$ cat src/rtl/tinj_pkg.sv
package tinj_pkg;
  localparam int unsigned INSN_W   = 32;
  localparam int unsigned TIME_W   = 16;
  localparam int unsigned CMD_W    = 8;
  localparam int unsigned TOK_W    = 64;
  localparam int unsigned INSN_LSB = 0;
  localparam int unsigned TIME_LSB = INSN_LSB + INSN_W;
  localparam int unsigned CMD_LSB  = TIME_LSB + TIME_W;
  localparam int unsigned PAD_LSB  = CMD_LSB + CMD_W;
  localparam int unsigned PAD_W    = TOK_W - PAD_LSB;

  typedef struct packed {
    logic [PAD_W-1:0]  pad;
    logic [CMD_W-1:0]  cmd;
    logic [TIME_W-1:0] stamp;
    logic [INSN_W-1:0] insn;
  } tok_fields_t;

  typedef enum logic [1:0] {
    ST_IDLE = 2'd0,
    ST_WAIT = 2'd1,
    ST_SHOW = 2'd2
  } pace_state_t;
endpackage

$ cat src/rtl/tinj_unpack.sv
module tinj_unpack
  import tinj_pkg::*;
(
  input  logic [TOK_W-1:0] tok_data,
  output tok_fields_t      fields
);
  always_comb begin
    fields.insn  = tok_data[INSN_LSB +: INSN_W];
    fields.stamp = tok_data[TIME_LSB +: TIME_W];
    fields.cmd   = tok_data[CMD_LSB  +: CMD_W];
    fields.pad   = tok_data[PAD_LSB  +: PAD_W];
  end
endmodule

$ cat src/rtl/tinj_delta.sv
module tinj_delta
  import tinj_pkg::*;
(
  input  logic              clk,
  input  logic              rst_n,
  input  logic              load,
  input  logic [TIME_W-1:0] stamp,
  output logic [TIME_W-1:0] delta
);
  logic              have_ref;
  logic [TIME_W-1:0] ref_q;

  // Wrapping difference; zero while no reference exists.
  assign delta = have_ref ? (stamp - ref_q) : '0;

  always_ff @(posedge clk) begin
    if (!rst_n) begin
      have_ref <= 1'b0;
      ref_q    <= '0;
    end else if (load) begin
      have_ref <= 1'b1;
      ref_q    <= stamp;
    end
  end
endmodule

$ cat src/rtl/tinj_timer.sv
module tinj_timer
  import tinj_pkg::*;
(
  input  logic              clk,
  input  logic              rst_n,
  input  logic              start,
  input  logic [TIME_W-1:0] count,
  output logic              expire
);
  logic [TIME_W-1:0] cnt_q;

  assign expire = (cnt_q == TIME_W'(1));

  always_ff @(posedge clk) begin
    if (!rst_n)              cnt_q <= '0;
    else if (start)          cnt_q <= count;
    else if (cnt_q != '0)    cnt_q <= cnt_q - TIME_W'(1);
  end
endmodule

$ cat src/rtl/tinj_pacer.sv
module tinj_pacer
  import tinj_pkg::*;
(
  input  logic              clk,
  input  logic              rst_n,
  input  logic              tok_valid,
  output logic              tok_ready,
  input  logic [TOK_W-1:0]  tok_data,
  output logic              fetch_valid,
  input  logic              fetch_ready,
  output logic [INSN_W-1:0] fetch_insn,
  output logic              cmd_valid,
  output logic [CMD_W-1:0]  cmd_code
);
  tok_fields_t       fields;
  pace_state_t       state_q;
  logic [TIME_W-1:0] delta;
  logic              expire;
  logic              accept;
  logic              is_cmd;
  logic              wait_start;
  logic              pad_unused;

  tinj_unpack u_unpack (.tok_data(tok_data), .fields(fields));

  tinj_delta u_delta (
    .clk(clk), .rst_n(rst_n), .load(accept),
    .stamp(fields.stamp), .delta(delta)
  );

  tinj_timer u_timer (
    .clk(clk), .rst_n(rst_n), .start(wait_start),
    .count(delta), .expire(expire)
  );

  assign pad_unused  = ^fields.pad;
  assign tok_ready   = (state_q == ST_IDLE);
  assign fetch_valid = (state_q == ST_SHOW);
  assign accept      = tok_valid && tok_ready;
  assign is_cmd      = (fields.cmd != '0);
  assign wait_start  = accept && !is_cmd && (delta != '0);

  always_ff @(posedge clk) begin
    if (!rst_n) begin
      state_q    <= ST_IDLE;
      fetch_insn <= '0;
      cmd_valid  <= 1'b0;
      cmd_code   <= '0;
    end else begin
      cmd_valid <= 1'b0;
      unique case (state_q)
        ST_IDLE: if (accept) begin
          if (is_cmd) begin
            cmd_valid <= 1'b1;
            cmd_code  <= fields.cmd;
          end else begin
            fetch_insn <= fields.insn;
            state_q    <= (delta == '0) ? ST_SHOW : ST_WAIT;
          end
        end
        ST_WAIT: if (expire)      state_q <= ST_SHOW;
        ST_SHOW: if (fetch_ready) state_q <= ST_IDLE;
        default:                  state_q <= ST_IDLE;
      endcase
    end
  end
endmodule

$ cat config.mk
export PLATFORM = sky130hd
export DESIGN_NAME = tinj_pacer
export DESIGN_NICKNAME = d
export VERILOG_FILES = /design/src/rtl/tinj_pkg.sv /design/src/rtl/tinj_unpack.sv /design/src/rtl/tinj_delta.sv /design/src/rtl/tinj_timer.sv /design/src/rtl/tinj_pacer.sv
export SDC_FILE = /design/constraint.sdc
export NUM_CORES = 1
export LEC_CHECK = 0
export BUFFER_PORTS_ARGS = -buffer_cell sky130_fd_sc_hd__buf_4
export CAP_MARGIN = 20
export CORE_MARGIN = 3
export CORE_UTILIZATION = 53
export DETAILED_ROUTE_END_ITERATION = 12
export PLACE_DENSITY = 0.83
export SLEW_MARGIN = 10
export SYNTH_ARGS = -nofsm -noshare
export SYNTH_HDL_FRONTEND = slang
export SYNTH_SLANG_ARGS = --single-unit
$ cat constraint.sdc
create_clock -name clk -period 4.7 [get_ports clk]
set_clock_uncertainty 0.2 [all_clocks]
set_input_delay 0.705 -clock clk [delete_from_list [all_inputs] [get_ports clk]]
set_output_delay 0.705 -clock clk [all_outputs]
set_load 0.02 [all_outputs]
==> results of run 1 <==
-- cell families after synthesis --
family	Yosys count
AND/OR/NAND/NOR	225
AO/OA/AOI/OAI	140
flip-flops	76
buffers and inverters	49
XOR/XNOR	19
adder cells (fa/ha/maj)	19
multiplexers	10
-- where the power goes --
group | internal [µW] | switching (µW)
clock | 263 | 256
combinational | 258 | 334
sequential | 699 | 47.7
total | 1220 | 637
-- critical path: cells and delay by family --
family	cells	cell delay, ns
AOI/OAI and AO/OA	5	1.29
and+or+nand+nor	3	0.80
adders and majority gates	2	0.62
muxes	1	0.34
buffers and inverters	2	0.13
-- per-stage QoR --
step                hold slack (ns)  total power, µW  std cells
detailed placement            0.248             1340        716
global placement              0.241             1320        715
global route                  0.271             1970        732
finish                        0.257             1860        732
CTS                           0.258             1860        732
floorplan                     0.236             1190        538
-- synthesized netlist by cell type (2+ instances only) --
| cell | n | share of area (%) |
|---|---|---|
| and3_1 | 4 | 0.61 |
| nand3_1 | 6 | 0.73 |
| o2111ai_1 | 4 | 0.85 |
| a31oi_1 | 4 | 0.61 |
| xor2_1 | 10 | 2.1 |
| o21a_1 | 2 | 0.36 |
| or4_1 | 4 | 0.73 |
| dfxtp_1 | 76 | 37 |
| a21o_1 | 7 | 1.3 |
| nand2b_1 | 3 | 0.45 |
| nor3_1 | 12 | 1.5 |
| o211ai_1 | 2 | 0.36 |
| a21oi_1 | 71 | 8.6 |
| clkbuf_1 | 20 | 1.8 |
| a211oi_1 | 2 | 0.36 |
| nor2b_1 | 3 | 0.45 |
| nor2_1 | 26 | 2.4 |
| o31ai_1 | 5 | 0.91 |
| a41o_1 | 2 | 0.48 |
| nand2_1 | 141 | 13 |
| o21ai_1 | 6 | 0.73 |
| nor4_1 | 6 | 0.91 |
| and2_1 | 4 | 0.61 |
| a22oi_1 | 3 | 0.55 |
| nand4_1 | 3 | 0.45 |
| a211o_1 | 2 | 0.42 |
| o31a_1 | 2 | 0.42 |
| inv_1 | 21 | 1.9 |
| mux2i_1 | 8 | 1.9 |
| or2_1 | 3 | 0.45 |
| buf_2 | 5 | 0.61 |
| xnor2_1 | 9 | 1.9 |
| ha_1 | 18 | 5.5 |
| o21ai_0 | 13 | 1.6 |
-- per-layer routing --
layer	GRT usage, %	share of wire [%]	wire length (µm)
met1	30.0	42	4480
met5	0	0	0
met3	4.65	6.7	719
met2	39.4	49	5280
met4	10.7	2.6	282
-- layout make-up --
type / instances / area, µm² / share of cell area, %
clock inverters: 6 / 71.3 / 1.38
well taps: 99 / 124 / 2.40
inverters: 22 / 82.6 / 1.60
clock buffers: 10 / 138 / 2.66
multi-input cells: 413 / 2420 / 46.7
repair buffers: 106 / 816 / 15.8
flip-flops and latches: 76 / 1520 / 29.4
-- state kept, by name, indices dropped and copies added, names as in the netlist --
signal	cells
state_q	2
u_timer.cnt_q	16
cmd_valid	1
u_delta.have_ref	1
cmd_code	8
u_delta.ref_q	16
fetch_insn	32
-- path summary, 6_finish.rpt --
check	startpoint	endpoint	slack (ns)	depth (start not counted)
min reg2reg	u_delta.ref_q[6]$_SDFFE_PN0P_	u_delta.ref_q[6]$_SDFFE_PN0P_	0.26	2
max reg2reg	u_delta.ref_q[0]$_SDFFE_PN0P_	u_timer.cnt_q[7]$_SDFFE_PN0P_	1.01	11
max	tok_data[32]	u_timer.cnt_q[7]$_SDFFE_PN0P_	0.84	13
min	u_delta.ref_q[6]$_SDFFE_PN0P_	u_delta.ref_q[6]$_SDFFE_PN0P_	0.26	2
==> flow_summary_export.csv, run 1 <==
group,metric,value,unit
worst_setup_path,slowest_stage,"a2111o_1",
yosys,ys_seq_area_share,36.8,%
worst_setup_path,endpoint_kind,"register",
global_routing,grt_pass1_wl,17.0,mm
global_routing,grt_overflow,0,
global_routing,antenna_found_initial,0,
placement,dpl.hpwl,7.83,mm
floorplanning,num_io_pins,111,
yosys,synth_edf_count,0,
sta,rsz0062_at_grt,"false",
worst_setup_path,start_kind,"input port",
cts,cts_buffer_depth,2,
yosys,synth_top_family_by_area,"simple AND/OR/NAND/NOR gates",
worst_setup_path,slowest_delay,0.44,ns
yosys,synthCells,538,
pwr,ir_drop,0.000217,V
yosys,syn-cell-area,0.00413,mm²
yosys,synth-xor-area-share,4.03,%
drt,vias_per_cell,5.62,
worst_setup_path,path_cells,"buf_4, inv_1, ha_1, fa_1, and2b_1, o221ai_2, a2111o_1, a21oi_1, o2111ai_1, o41ai_4, nand4_4, nand2_4, mux2_1",
sta,finalSetupViolCount,0,
layout,mostFrequentLayoutCells,"nand2_1, buf_4, dfxtp_1",
worst_setup_path,crit_required,4.73,ns
drt,routed_wl,10.8,mm
yosys,synth-compound-area-share,21.5,%
layout,nNetsFinal,715,
cts,clock-sinks,76,
floorplanning,start_util,55.8,%
hold_path,hp-class,"reg -> reg",
sta,finalCritPeriodShare,82.1,%
layout,final_common_cell,"nand2_1",
cts,hold_buffers,0,
floorplanning,row_count,31,
yosys,synthMuxAreaShare,2.48,%
yosys,synth_nets,625,
worst_setup_path,worstPathArrival,3.89,ns
worst_setup_path,cp_max_fo,15,
job,maxCapViolCount,0,
global_routing,grt_pass1_vias,3788,
yosys,synthDistinctLibCells,65,
drt,drt.antenna.violating_nets,0,
cts,numCtsBuffers,9,
placement,dpl_cell_area,0.00496,mm²
floorplanning,die_height,94.3,µm
cts,clk_pin_slew,0.08,ns
floorplanning,fp.dieW,94.3,µm
yosys,synth_seq_cells,76,
layout,nFillCells,591,
yosys,yosys.area_share.simple,24.4,%
sta,drv_slew,0,
drt,vias,4115,
cts,htreeDepth,3,
sta,worstMarginPinSlew,0.676,ns
drt,wl_per_cell,14.7,µm
yosys,synth_flop_cell,"dfxtp_1",
cts,clock_latency,0.35,ns
layout,syn_to_final_growth,25.1,%
drt,drtIter0Drc,221,
pwr,power_leakage,0.00221,µW
yosys,synth.avg_cell_area,7.68,µm²
sta,slew_headroom,54.9,%
yosys,yosys_warnings,0,
cts,clockRootBuffer,"clkbuf_8",
cts,postCtsSetupBuffers,0,
layout,fin_area,0.00517,mm²
global_routing,grt_start_max_net_pins,64,
global_routing,grt_use_total,23.9,%
placement,pre_cts_slack,0.515,ns
placement,port_buffers,102,
floorplanning,dieArea,0.00889,mm²
run_status,outcome,"finished, final reports clean",
drt,drtPass1Iterations,5,
sta,setup_ws,0.842,ns
floorplanning,core,0.00741,mm²
yosys,ys_async_sr_fraction,0,%
sta,hold_viol,0,
drt,drc,0,
layout,diodes,0,
yosys,synth_fa_ha_area_share,5.94,%
pwr,power.density,359,mW/mm²
sta,fin_tns_setup,0,ns
placement,routabilityCongestion,0.901,
sta,period_minus_slack,3.86,ns
sta,max_freq,259,MHz
cts,cts_repair_resize_count,0,
cts,cts_tree,"done",
layout,post-route-util,69.8,%
worst_setup_path,criticalPathCategory,"in -> reg",
layout,drive_gt1_share,21.2,%
Power figures use the tool's default switching activity.
==> inputs of run 2 (changes only) <==
- CORE_UTILIZATION: 53 -> 48
- PLACE_DENSITY: 0.83 -> 0.8
- clock period: 4.7 -> 3.2 ns (I/O delays scaled with it)
==> run 2 against run 1 <==
Compared with the run above: the run now ends with setup timing left; power grew 62%; worst hold slack lost 0.082 ns; global-route usage shrank 1.5 points; critical endpoint unchanged; largest cell class unchanged.
==> flow_summary_export.csv, run 2 (synthesis results as in run 1) <==
group,metric,value,unit
pwr,pwr-share-comb,33.7,%
layout,reg_top3,"fetch_insn x32, u_delta.ref_q x16, u_timer.cnt_q x16",
pwr,pwr-share-seq,36.8,%
worst_setup_path,reg2reg_depth,11,
sta,setup_ws,-0.0992,ns
drt,drtPass1Iterations,4,
sta,period_minus_slack,3.30,ns
sta,slew_headroom,54.0,%
sta,max_freq,303,MHz
layout,mostFrequentLayoutCells,"buf_4, nand2_1, dfxtp_1",
global_routing,grt_overflow,0,
worst_setup_path,crit_family,"compound AO/OA/AOI/OAI gates",
pwr,p_sw,996,µW
layout,nNetsFinal,764,
floorplanning,fp.dieW,98.8,µm
pwr,power.density,533,mW/mm²
worst_setup_path,crit_required,3.24,ns
placement,pre_cts_slack,-0.423,ns
worst_setup_path,regToRegStartpoint,"u_delta.ref_q[0]$_SDFFE_PN0P_",
hold_path,whs_path_depth,3,
floorplanning,dieArea,0.00975,mm²
worst_setup_path,slowest_stage,"a2111o_1",
cts,clockRootBuffer,"clkbuf_8",
cts,htreeDepth,3,
global_routing,grt_start_max_net_pins,64,
drt,vias,4278,
pwr,switching_share,33.1,%
worst_setup_path,start_kind,"register",
sta,hold_viol,0,
global_routing,grt_pass1_wl,18.2,mm
worst_setup_path,crit_buf_inv,0,
drt,drtIter0Drc,163,
layout,top_register,"fetch_insn",
sta,finalSetupViolCount,17,
run_status,outcome,"finished, violations left",
pwr,clkPwrFrac,29.5,%
layout,syn_to_final_growth,36.5,%
worst_setup_path,criticalPathCategory,"reg -> reg",
floorplanning,start_util,49.8,%
drt,drc,0,
worst_setup_path,slowest_delay,0.41,ns
hold_path,hold-path-endpoint,"fetch_insn[18]$_SDFFE_PN0P_",
layout,largest_register_ffs,32,
cts,clk_pin_slew,0.08,ns
placement,routabilityCongestion,0.883,
floorplanning,row_count,33,
hold_path,hp-class,"in -> reg",
run_status,violations,"setup timing",
cts,cts_tree,"done",
cts,cts_buffer_depth,2,
cts,numCtsBuffers,9,
hold_path,min_from,"tok_data[18]",
sta,finalCritPeriodShare,103,%
job,maxCapViolCount,0,
worst_setup_path,path_cells,"ha_4, fa_2, and2b_1, o221ai_2, a2111o_1, a21oi_2, o2111ai_4, o41ai_4, nand4_4, nand2_4, mux2_4",
global_routing,grt_pass1_vias,3942,
sta,holdWs,0.175,ns
sta,drv_slew,0,
cts,clock-sinks,76,
drt,drt.antenna.violating_nets,0,
placement,dpl.hpwl,8.37,mm
cts,clock_latency,0.35,ns
sta,rsz0062_at_grt,"true",
global_routing,grt_use_total,22.3,%
sta,worstMarginPinSlew,0.684,ns
drt,vias_per_cell,5.44,
drt,routed_wl,11.6,mm
floorplanning,num_io_pins,111,
layout,drive_gt1_share,28.2,%
layout,final_common_cell,"buf_4",
pwr,ir_drop,0.000286,V
worst_setup_path,regToRegSetupSlack,-0.1,ns
pwr,power_leakage,0.00247,µW
placement,port_buffers,102,
drt,wl_per_cell,14.8,µm
pwr,intPower,2010,µW
worst_setup_path,worstPathArrival,3.34,ns
floorplanning,die_height,98.8,µm
worst_setup_path,cp_max_fo,5,
worst_setup_path,r2r_end,"u_timer.cnt_q[7]$_SDFFE_PN0P_",
floorplanning,core,0.00830,mm²
layout,diodes,0,
global_routing,antenna_found_initial,0,
worst_setup_path,endpoint_kind,"register",
[run 2: worst max path at each step]
stage	start	end	slack [ns]	cells after the start
after floorplan	tok_data[32]	u_timer.cnt_q[7]$_SDFFE_PN0P_	-0.17	12
after CTS	u_delta.ref_q[0]$_SDFFE_PN0P_	u_timer.cnt_q[7]$_SDFFE_PN0P_	-0.02	11
after detailed placement	tok_data[32]	u_timer.cnt_q[12]$_SDFFE_PN0P_	-0.42	14
after global routing	u_delta.ref_q[0]$_SDFFE_PN0P_	u_timer.cnt_q[12]$_SDFFE_PN0P_	-0.20	12
final	u_delta.ref_q[0]$_SDFFE_PN0P_	u_timer.cnt_q[7]$_SDFFE_PN0P_	-0.1	11
after global placement	tok_data[32]	u_timer.cnt_q[7]$_SDFFE_PN0P_	-0.38	13
[run 2: power groups by stage]
| stage | clock network [µW] | logic (µW) | registers, µW |
|---|---|---|---|
| 6_report | 887 | 1010 | 1110 |
| 3_3_place_gp | 0 | 924 | 1110 |
| 5_1_grt | 932 | 1110 | 1120 |
| 3_5_place_dp | 0 | 961 | 1120 |
| 4_1_cts | 895 | 976 | 1100 |
| 2_1_floorplan | 0 | 651 | 1110 |
[run 2: area by class of cell]
| class | count | area [µm²] |
|---|---|---|
| fill | 664 | 2660 |
| sequential | 76 | 1520 |
| tap | 105 | 131 |
| multi-input combinational | 413 | 2480 |
| clock inverter | 6 | 111 |
| clock buffer | 9 | 124 |
| timing repair buffer | 155 | 1170 |
| inverter | 22 | 95.1 |
[run 2: worst register-to-register path, delay by kind of cell (launching register included)]
kind	cells	cell delay, ns
compound gates	5	1.29
simple gates	3	0.58
fa+ha+maj	2	0.48
flops	1	0.34
mux	1	0.30
[run 2: through the flow]
| step | cells | cell area, µm² | total power [µW] | util (%) | TNS [ns] |
|---|---|---|---|---|---|
| detailed placement | 765 | 5310 | 2080 | 64.0 | -6.52 |
| finish | 786 | 5640 | 3010 | 67.9 | -0.838 |
| floorplan | 538 | 4170 | 1760 | - | -1.47 |
| global route | 786 | 5640 | 3160 | 67.9 | -2.77 |
| CTS | 782 | 5570 | 2970 | 67.1 | -0.0944 |
| global placement | 765 | 5310 | 2040 | 64.0 | -5.60 |
[run 2: routing by layer]
metal | track usage (%) | up-vias | part of all wire (%)
li1 | - | 2140 | -
met1 | 28.1 | 1978 | 42
met2 | 38.0 | 136 | 50
met3 | 4.32 | 24 | 5.0
met4 | 8.09 | 0 | 2.1
met5 | 0 | - | 0
[run 2: repair_timing]
action                     CTS  global route
pin swaps                    9             9
setup endpoints to repair   17            17
setup buffers                2             4
hold buffers                 0             0
gates resized for setup      2             6
==> inputs of run 3 (changes only) <==
- CELL_PAD_IN_SITES_DETAIL_PLACEMENT: not set -> 2
- CELL_PAD_IN_SITES_GLOBAL_PLACEMENT: not set -> 2
- CORE_MARGIN: 3 -> not set
- CORE_UTILIZATION: 48 -> 27
==> run 3 against run 2 <==
Compared with the run above: the run ends with DRC, setup timing left; die area up 62%; critical path type unchanged; register-to-register slack worse by 0.11 ns; power is 9.2% higher; fmax decreased by 3.1%; first-iteration DRC count up 7.4%; worst hold slack improved by 0.0043 ns; critical endpoint unchanged; worst setup slack got worse by 0.11 ns; wire length grew 45%; sequential share of layout area is 0.86 points lower; utilization is 28 points lower; non-clock buffer count up 2.
==> flow_summary_export.csv, run 3 (synthesis results as in run 1) <==
group,metric,value,unit
sta,setup_ws,-0.205,ns
worst_setup_path,regToRegSetupSlack,-0.21,ns
global_routing,grt_pass1_wl,26.5,mm
global_routing,grt_start_max_net_pins,64,
drt,drtIter0Drc,175,
sta,finalCritPeriodShare,106,%
layout,syn_to_final_growth,41.0,%
worst_setup_path,reg2reg_depth,11,
placement,port_buffers,102,
hold_path,min_from,"tok_data[9]",
layout,fin_area,0.00582,mm²
global_routing,antenna_found_initial,0,
worst_setup_path,slowest_delay,0.43,ns
worst_setup_path,worstPathArrival,3.44,ns
job,maxCapViolCount,0,
global_routing,grt_pass1_vias,4949,
drt,drc,5,
pwr,power_leakage,0.00250,µW
worst_setup_path,crit_required,3.23,ns
worst_setup_path,endpoint_kind,"register",
layout,final_common_cell,"buf_4",
floorplanning,start_util,28.0,%
sta,finalSetupViolCount,18,
global_routing,grt_use_total,21.3,%
worst_setup_path,crit_buf_inv,0,
layout,nNetsFinal,766,
worst_setup_path,slowest_stage,"a2111o_1",
placement,dpl_cell_area,0.00543,mm²
hold_path,whs_path_depth,3,
cts,clockRootBuffer,"clkbuf_16",
sta,hold_viol,0,
sta,max_freq,294,MHz
layout,mostFrequentLayoutCells,"buf_4, nand2_1, dfxtp_1",
worst_setup_path,start_kind,"register",
drt,routed_wl,16.9,mm
worst_setup_path,criticalPathCategory,"reg -> reg",
worst_setup_path,crit_start,"u_delta.ref_q[0]$_SDFFE_PN0P_",
run_status,outcome,"finished, violations left",
drt,vias_per_cell,5.16,
cts,cts_buffer_depth,2,
drt,drtPass1Iterations,8,
floorplanning,fp.dieW,126,µm
drt,vias,4479,
floorplanning,num_io_pins,111,
pwr,power.density,564,mW/mm²
cts,hold_buffers,0,
layout,drive_gt1_share,28.5,%
sta,drv_slew,0,
placement,dpl.hpwl,11.7,mm
cts,clock_latency,0.35,ns
worst_setup_path,r2r_end,"u_timer.cnt_q[7]$_SDFFE_PN0P_",
cts,numCtsBuffers,9,
cts,cts_tree,"done",
cts,htreeDepth,3,
layout,diodes,0,
global_routing,grt_overflow,0,
hold_path,hp-class,"in -> reg",
run_status,violations,"DRC, setup timing",
floorplanning,dieArea,0.0158,mm²
sta,slew_headroom,48.3,%
sta,holdWs,0.179,ns
sta,rsz0062_at_grt,"true",
drt,wl_per_cell,19.4,µm
layout,largest_register_ffs,32,
hold_path,hold-path-endpoint,"fetch_insn[9]$_SDFFE_PN0P_",
layout,reg_top3,"fetch_insn x32, u_delta.ref_q x16, u_timer.cnt_q x16",
layout,top_register,"fetch_insn",
sta,worstMarginPinSlew,0.776,ns
worst_setup_path,regToRegStartpoint,"u_delta.ref_q[0]$_SDFFE_PN0P_",
worst_setup_path,path_cells,"ha_4, fa_2, and2b_2, o221ai_2, a2111o_1, a21oi_2, o2111ai_4, o41ai_4, nand4_4, nand2_4, mux2_4",
floorplanning,core,0.0148,mm²
drt,drt.antenna.violating_nets,0,
floorplanning,row_count,44,
floorplanning,die_height,126,µm
worst_setup_path,cp_max_fo,5,
sta,period_minus_slack,3.41,ns
cts,clk_pin_slew,0.07,ns
placement,routabilityCongestion,0.801,
cts,clock-sinks,76,
worst_setup_path,crit_family,"compound AO/OA/AOI/OAI gates",
pwr,ir_drop,0.000281,V
## run 3: cell count changes in the layout (fill, tap and decap cells not counted), moves of 2 or more
cell / previous run / this run
clkbuf_8: 9 / 1
bufinv_16: 3 / 1
buf_4: 152 / 155
clkbuf_16: 0 / 9
## run 3: worst max path at each step
stage | endpoint | cells past startpoint | slack, ns
detailed placement | state_q[1]$_SDFFE_PN0P_ | 14 | -0.54
global placement | state_q[0]$_SDFFE_PN0P_ | 14 | -0.43
floorplan | u_timer.cnt_q[7]$_SDFFE_PN0P_ | 12 | -0.17
finish | u_timer.cnt_q[7]$_SDFFE_PN0P_ | 11 | -0.21
CTS | u_timer.cnt_q[7]$_SDFFE_PN0P_ | 11 | -0.15
global route | u_timer.cnt_q[3]$_SDFFE_PN0P_ | 12 | -0.36
## run 3: per-stage QoR
step	TNS [ns]	worst slack (ns)	utilization, %	power (µW)	std cells
after floorplan	-1.47	-0.165	-	1760	538
after global placement	-6.35	-0.427	36.8	2080	846
after detailed placement	-8.51	-0.542	36.8	2170	846
after CTS	-1.88	-0.146	39.1	3280	865
after global routing	-5.40	-0.356	39.5	3460	868
final	-3.05	-0.205	39.5	3280	868
## run 3: timing repair
| item | 4_1_cts | 5_1_grt |
|---|---|---|
| gates resized for setup | 4 | 6 |
| buffers inserted | 3 | 3 |
| setup endpoints to repair | 17 | 18 |
| pin swaps | 9 | 13 |
## run 3: tightest hold or removal path, stage by stage
cell	delay, ns
buf_4	0.11
nand2_1	0.05
a21oi_1	0.05
## run 3: where the power goes
group | total (µW) | switching, µW | leakage [µW] | internal [µW]
Sequential | 1110 | 85.0 | 0.000620 | 1030
Clock | 1070 | 441 | 0.000146 | 629
Combinational | 1100 | 625 | 0.00174 | 477
## run 3: layer usage
layer | up-vias | global-route usage, % | wire length (µm)
li1 | 2142 | - | -
met1 | 2244 | 25.1 | 7140
met2 | 76 | 39.0 | 8990
met3 | 17 | 2.97 | 424
met4 | 0 | 7.96 | 316
met5 | - | 0 | 0
## run 3: final cells by class
class / count / area [µm²]
clock inverters: 5 / 60.1
clock buffers: 11 / 243
multi-input cells: 413 / 2490
well taps: 184 / 230
fillers: 1683 / 8930
repair buffers: 157 / 1190
inverters: 22 / 95.1
flip-flops and latches: 76 / 1520
